--- src/rtl/calib_pkg.sv ---
package calib_pkg;

  // Strobes issued by the control unit to the datapath
  typedef struct packed {
    logic clearAll;      // start: reset history, fail, arm
    logic markStart;     // edge DISCARD seen: zero the elapsed timer
    logic finishMeas;    // final edge seen: evaluate and publish
    logic finishTimeout; // edge gap expired: publish default
  } calStrobe_t;

  // Period in reference ticks per bus tick (fixed point) for a bus frequency in MHz
  function automatic longint limitTicks(longint refHz, int fracBits, int mhz);
    return (refHz <<< fracBits) / (longint'(mhz) * 64'sd1000000);
  endfunction

endpackage

--- src/rtl/calib_ctrl.sv ---
module calib_ctrl
  import calib_pkg::*;
#(
  parameter int CYC_LOG2 = 8,
  parameter int DISCARD  = 2,
  parameter int TIMEOUT  = 1 << 20
) (
  input  logic       clk,
  input  logic       rstN,
  input  logic       start,
  input  logic       rise,
  output logic       busy,
  output calStrobe_t strobe
);

  localparam int END_CNT = DISCARD + (1 << CYC_LOG2);
  localparam int EDGE_W  = $clog2(END_CNT + 1);

  logic              running;
  logic [EDGE_W-1:0] edgeCnt;
  logic [EDGE_W-1:0] edgeNext;
  logic              toHit;

  assign edgeNext = edgeCnt + 1'b1;
  assign busy     = running;

  always_comb begin
    strobe               = '0;
    strobe.clearAll      = start;
    strobe.markStart     = !start && running && rise && (edgeNext == EDGE_W'(DISCARD));
    strobe.finishMeas    = !start && running && rise && (edgeNext == EDGE_W'(END_CNT));
    strobe.finishTimeout = !start && running && !rise && toHit;
  end

  always_ff @(posedge clk or negedge rstN) begin
    if (!rstN) begin
      running <= 1'b0;
      edgeCnt <= '0;
    end else if (start) begin
      running <= 1'b1;
      edgeCnt <= '0;
    end else if (running) begin
      if (strobe.finishMeas || strobe.finishTimeout) running <= 1'b0;
      else if (rise) edgeCnt <= edgeNext;
    end
  end

  // Optional no-edge watchdog
  generate
    if (TIMEOUT > 0) begin : g_timeout
      localparam int TO_W = $clog2(TIMEOUT + 1);
      logic [TO_W-1:0] toCnt;
      always_ff @(posedge clk or negedge rstN) begin
        if (!rstN) toCnt <= '0;
        else if (start || rise) toCnt <= '0;
        else if (running) toCnt <= toCnt + 1'b1;
      end
      assign toHit = (toCnt == TO_W'(TIMEOUT - 1));
    end else begin : g_no_timeout
      assign toHit = 1'b0;
    end
  endgenerate

endmodule

--- src/rtl/calib_dp.sv ---
module calib_dp
  import calib_pkg::*;
#(
  parameter int     ELAPSED_W = 32,
  parameter int     PERIOD_W  = 25,
  parameter int     SHIFT     = 7,
  parameter longint SLOW_LIM  = 1024,
  parameter longint FAST_LIM  = 341,
  parameter longint DEF_PER   = 387
) (
  input  logic                clk,
  input  logic                rstN,
  input  logic                sqWave,
  input  calStrobe_t          strobe,
  output logic                rise,
  output logic                done,
  output logic                fail,
  output logic [PERIOD_W-1:0] period
);

  localparam logic [PERIOD_W-1:0] SLOW_P = PERIOD_W'(SLOW_LIM);
  localparam logic [PERIOD_W-1:0] FAST_P = PERIOD_W'(FAST_LIM);
  localparam logic [PERIOD_W-1:0] DEF_P  = PERIOD_W'(DEF_PER);

  logic                 syncA, syncB, hist;
  logic [ELAPSED_W-1:0] timer, timerInc;
  logic [PERIOD_W-1:0]  measured;
  logic                 inRange;

  // Two-flop synchroniser and rising-edge detect; history starts high
  always_ff @(posedge clk or negedge rstN) begin
    if (!rstN) begin
      syncA <= 1'b0;
      syncB <= 1'b0;
      hist  <= 1'b1;
    end else begin
      syncA <= sqWave;
      syncB <= syncA;
      hist  <= strobe.clearAll ? 1'b1 : syncB;
    end
  end

  assign rise = syncB && !hist;

  // Elapsed reference ticks, saturating
  assign timerInc = (timer == '1) ? timer : timer + 1'b1;

  always_ff @(posedge clk or negedge rstN) begin
    if (!rstN) timer <= '0;
    else if (strobe.markStart) timer <= '0;
    else timer <= timerInc;
  end

  assign measured = PERIOD_W'(timerInc >> SHIFT);
  assign inRange  = (measured >= FAST_P) && (measured <= SLOW_P);

  always_ff @(posedge clk or negedge rstN) begin
    if (!rstN) begin
      done   <= 1'b0;
      fail   <= 1'b0;
      period <= '0;
    end else begin
      done <= strobe.finishMeas || strobe.finishTimeout;
      if (strobe.clearAll) begin
        fail <= 1'b0;
      end else if (strobe.finishMeas) begin
        fail   <= !inRange;
        period <= inRange ? measured : DEF_P;
      end else if (strobe.finishTimeout) begin
        fail   <= 1'b1;
        period <= DEF_P;
      end
    end
  end

endmodule

--- src/rtl/calib_top.sv ---
module calib_top
  import calib_pkg::*;
#(
  parameter longint REF_HZ    = 100_000_000,
  parameter int     CYC_LOG2  = 8,
  parameter int     WAVE_LOG2 = 7,
  parameter int     DISCARD   = 2,
  parameter int     FRAC_BITS = 8,
  parameter int     LOW_MHZ   = 25,
  parameter int     HIGH_MHZ  = 75,
  parameter int     DEF_MHZ   = 66,
  parameter int     TIMEOUT   = 1 << 20,
  parameter int     ELAPSED_W = 32,
  localparam int    SHIFT     = CYC_LOG2 + WAVE_LOG2 - FRAC_BITS,
  localparam int    PERIOD_W  = ELAPSED_W - SHIFT
) (
  input  logic                clk,
  input  logic                rstN,
  input  logic                start,
  input  logic                sqWave,
  output logic                busy,
  output logic                done,
  output logic                fail,
  output logic [PERIOD_W-1:0] period
);

  localparam longint SLOW_LIM = limitTicks(REF_HZ, FRAC_BITS, LOW_MHZ);
  localparam longint FAST_LIM = limitTicks(REF_HZ, FRAC_BITS, HIGH_MHZ);
  localparam longint DEF_PER  = limitTicks(REF_HZ, FRAC_BITS, DEF_MHZ);

  calStrobe_t strobe;
  logic       rise;

  calib_ctrl #(
    .CYC_LOG2(CYC_LOG2),
    .DISCARD (DISCARD),
    .TIMEOUT (TIMEOUT)
  ) u_ctrl (
    .clk   (clk),
    .rstN  (rstN),
    .start (start),
    .rise  (rise),
    .busy  (busy),
    .strobe(strobe)
  );

  calib_dp #(
    .ELAPSED_W(ELAPSED_W),
    .PERIOD_W (PERIOD_W),
    .SHIFT    (SHIFT),
    .SLOW_LIM (SLOW_LIM),
    .FAST_LIM (FAST_LIM),
    .DEF_PER  (DEF_PER)
  ) u_dp (
    .clk   (clk),
    .rstN  (rstN),
    .sqWave(sqWave),
    .strobe(strobe),
    .rise  (rise),
    .done  (done),
    .fail  (fail),
    .period(period)
  );

endmodule

--- config.mk ---
export PLATFORM = sky130hd
export DESIGN_NAME = calib_top
export DESIGN_NICKNAME = d
export VERILOG_FILES = /design/src/rtl/calib_pkg.sv /design/src/rtl/calib_ctrl.sv /design/src/rtl/calib_dp.sv /design/src/rtl/calib_top.sv
export SDC_FILE = /design/constraint.sdc
export NUM_CORES = 1
export LEC_CHECK = 0
export CORE_AREA = 5 5 113 115
export CTS_CLUSTER_SIZE = 10
export DETAILED_ROUTE_END_ITERATION = 10
export DIE_AREA = 0 0 118 120
export PLACE_DENSITY = 0.68
export SLEW_MARGIN = 20
export SYNTH_ARGS = -nofsm -noshare
export SYNTH_HDL_FRONTEND = slang
export SYNTH_HIERARCHICAL = 1
export SYNTH_SLANG_ARGS = --single-unit
--- constraint.sdc ---
create_clock -name clk -period 5.2 [get_ports clk]
set_input_delay 1.3 -clock clk [delete_from_list [all_inputs] [get_ports clk]]
set_output_delay 1.3 -clock clk [all_outputs]
set_load 0.02 [all_outputs]
==> impl_metrics.tcl <==
set metrics [dict create \
    outcome "finished, final reports clean" \
    min_path_type "reg -> reg" \
    yosysSeqAreaShare_pct 45.2 \
    maxCapViolCount 0 \
    port_buffers 31 \
    synth_compound_area_share_pct 11.4 \
    path_class "reg -> reg" \
    multi_input_area_um2 2620 \
    cts.sinks 93 \
    grt-ovfl-total 0 \
    cts_tree "yes" \
    synth_flop_cell "dfrtp_1" \
    place_congestion 0.856 \
    antenna_found_initial 0 \
    yosys-mux-area-fraction_pct 1.26 \
    synth_commonest_cells "92 x dfrtp_1, 73 x nor2_1, 44 x nand2_1" \
    postCtsResizedCells 0 \
    path_clk_slew_ns 0.07 \
    die_h_um 120 \
    synthTopCellsByArea "dfrtp_1 45%, nor2_1 5.3%, xor2_1 4.6%" \
    synth_area_um2 5150 \
    ir_drop_mv 0.224 \
    die_x_um 118 \
    maxSlewHeadroom_pct 38.2 \
    post_cts_buffers 0 \
    yosysTopAreaCellShare_pct 44.7 \
    clock_path_buffers 2 \
    ant_nets 0 \
    synth-simple-area-share_pct 28.9 \
    finalCritPeriodShare_pct 70.7 \
    place_hpwl_um 7850 \
    finalHoldViolCount 0 \
    synth_top_family_by_area "simple AND/OR/NAND/NOR gates" \
    period_needed_ns 3.67 \
    synth_nets 562 \
    grt_pass1_vias 3875 \
    holdBufCountCts 0 \
    tightestPinTransition_ns 0.916 \
    synth_adder_area_share_pct 0.972 \
    root_buffer "clkbuf_16" \
    fmax_ghz 0.272 \
    synth_edf_count 0 \
    synthXorXnorAreaFrac_pct 8.14 \
    drtPass1Iterations 6 \
    grt_max_degree 57 \
    synth_top_cell_by_area "dfrtp_1" \
    io_pins 32 \
    setup_slack_ns 1.53 \
    cts_made_buffers 9 \
    path_max_fanout 13 \
    arrival_ns 3.91 \
    routedWlPerCell_um 15.3 \
    synth_cell_types 74 \
    max_stage_delay_ns 0.75 \
    areaGrowthSynthToFinish_pct 12.3 \
    setup_viol_count_final 0 \
    ys_seq_elements 93 \
    powerDensity_nw_per_um2 306 \
    seqCellArea_um2 2330 \
    slowest_stage "nor3_2" \
    postSynthCellCount 554 \
    yosys_warnings 6 \
    remaining_drc_errors 0 \
    end_kind "register" \
    required_ns 5.44 \
    slew_violations 0 \
    clk_latency_ns 0.34 \
    die_area_um2 14200 \
    rsz0062_at_grt "no" \
    rows 40 \
    grt_pass1_wl_um 19200 \
    fillers 1086 \
    crit_chain "nand3_1, or3_1, nor3_2, or4b_2, nand3_1, nor4_1, nand4_2, o22a_1" \
    gr-usage-all-layers_pct 16.1 \
    n_antenna_cell 0 \
    core_area_um2 11700 \
    p_leak_nw 2.28 \
    wl_um 10900 \
    finalClockSkew_ns 0.00738 \
    vias 4020 \
    drive_gt1_share_pct 9.51 \
    place_ws_ns 1.23 \
    synthArstFlopShare_pct 100 \
    syn_area_per_cell_um2 9.30 \
    crit_top_cell "nand3_1" \
    via_per_inst 5.62 \
    cts_max_level 3 \
    nets 571 \
    yosysMostFrequentCell "dfrtp_1" \
    drtIter0Drc 404 \
    crit_path_start_kind "register" \
    setup_tns_ns 0 \
    initial_core_util_pct 44.0 \
]
==> where the power goes <==
| part | switching [mW] | internal (mW) | total, mW | leakage, nW |
|---|---|---|---|---|
| Combinational | 0.135 | 0.113 | 0.248 | 0.946 |
| Clock | 0.300 | 0.336 | 0.635 | 0.134 |
| Sequential | 0.103 | 0.784 | 0.887 | 1.20 |
==> stage by stage <==
step / std cells / cell area [µm²] / hold WS (ns) / power, mW / util [%]
finish: 715 / 5790 / 0.348 / 1.77 / 49.4
detailed placement: 699 / 5500 / 0.337 / 1.15 / 46.9
floorplan: 554 / 5150 / 0.331 / 1.08 / -
global placement: 699 / 5500 / 0.332 / 1.13 / 46.9
global route: 715 / 5790 / 0.357 / 1.87 / 49.4
CTS: 715 / 5790 / 0.351 / 1.79 / 49.4
==> logic make-up after synthesis <==
kind of cell	after synthesis
simple gates	278
buf+inv	45
mux	6
fa+ha+maj	4
compound gates	81
flops	93
xor+xnor	47
==> registers in the layout, summed over array words and instances, names as in the netlist <==
name and count:
u_ctrl/busy 1, u_dp/period 25, u_dp/timer 32, u_ctrl/edgeCnt 9, u_dp/hist 1, u_dp/fail 1, u_dp/done 1, u_ctrl/g_timeout.toCnt 21
u_dp/syncB 1, u_dp/syncA 1
==> final timing paths <==
kind                            depth (start not counted)  slack [ns]           from                        end
worst max register to register                          8        1.53  u_dp/timer[7]             u_dp/period[7]
min in group asynchronous                               1        1.01           rstN  u_ctrl/g_timeout.toCnt[4]
worst max-delay path                                    8        1.53  u_dp/timer[7]             u_dp/period[7]
worst min-delay path                                    0        0.35     u_dp/syncA                 u_dp/syncB
max in group asynchronous                               2        3.24           rstN             u_dp/timer[25]
worst min register to register                          0        0.35     u_dp/syncA                 u_dp/syncB
==> critical path, delay by kind of cell (launching register included) <==
kind / cells / cell delay (ns)
DFF: 1 / 0.57
and+or+nand+nor: 7 / 2.77
AOI/OAI and AO/OA: 1 / 0.23
==> layout make-up <==
| type | count | share of cell area (%) |
|---|---|---|
| inverters | 8 | 0.519 |
| clock buffers | 9 | 3.89 |
| clock inverters | 7 | 1.12 |
| well taps | 147 | 3.18 |
| repair buffers | 35 | 5.84 |
| flip-flops and latches | 93 | 40.2 |
| multi-input cells | 416 | 45.2 |
==> cells in the final DEF, fill, tap and decap left out, drive strengths merged, types with 9 or more instances in the layout <==
cell / n
a21oi: 16
and2: 18
and3: 10
clkbuf: 9
clkdlybuf4s50: 30
dfrtp: 92
inv: 12
nand2: 44
nand3: 36
nand4: 22
nor2: 74
nor3: 19
nor4: 11
o21ai: 25
or3: 11
xnor2: 19
xor2: 28
==> metal layers <==
metal | track usage [%] | up-vias | routed length (µm)
met2 | 25.9 | 87 | 5160
met5 | 0 | - | 0
met3 | 3.25 | 9 | 437
met1 | 22.4 | 1940 | 5250
met4 | 4.16 | 0 | 98
li1 | - | 1984 | -
Note: power is estimated with default switching activity, not from simulation.
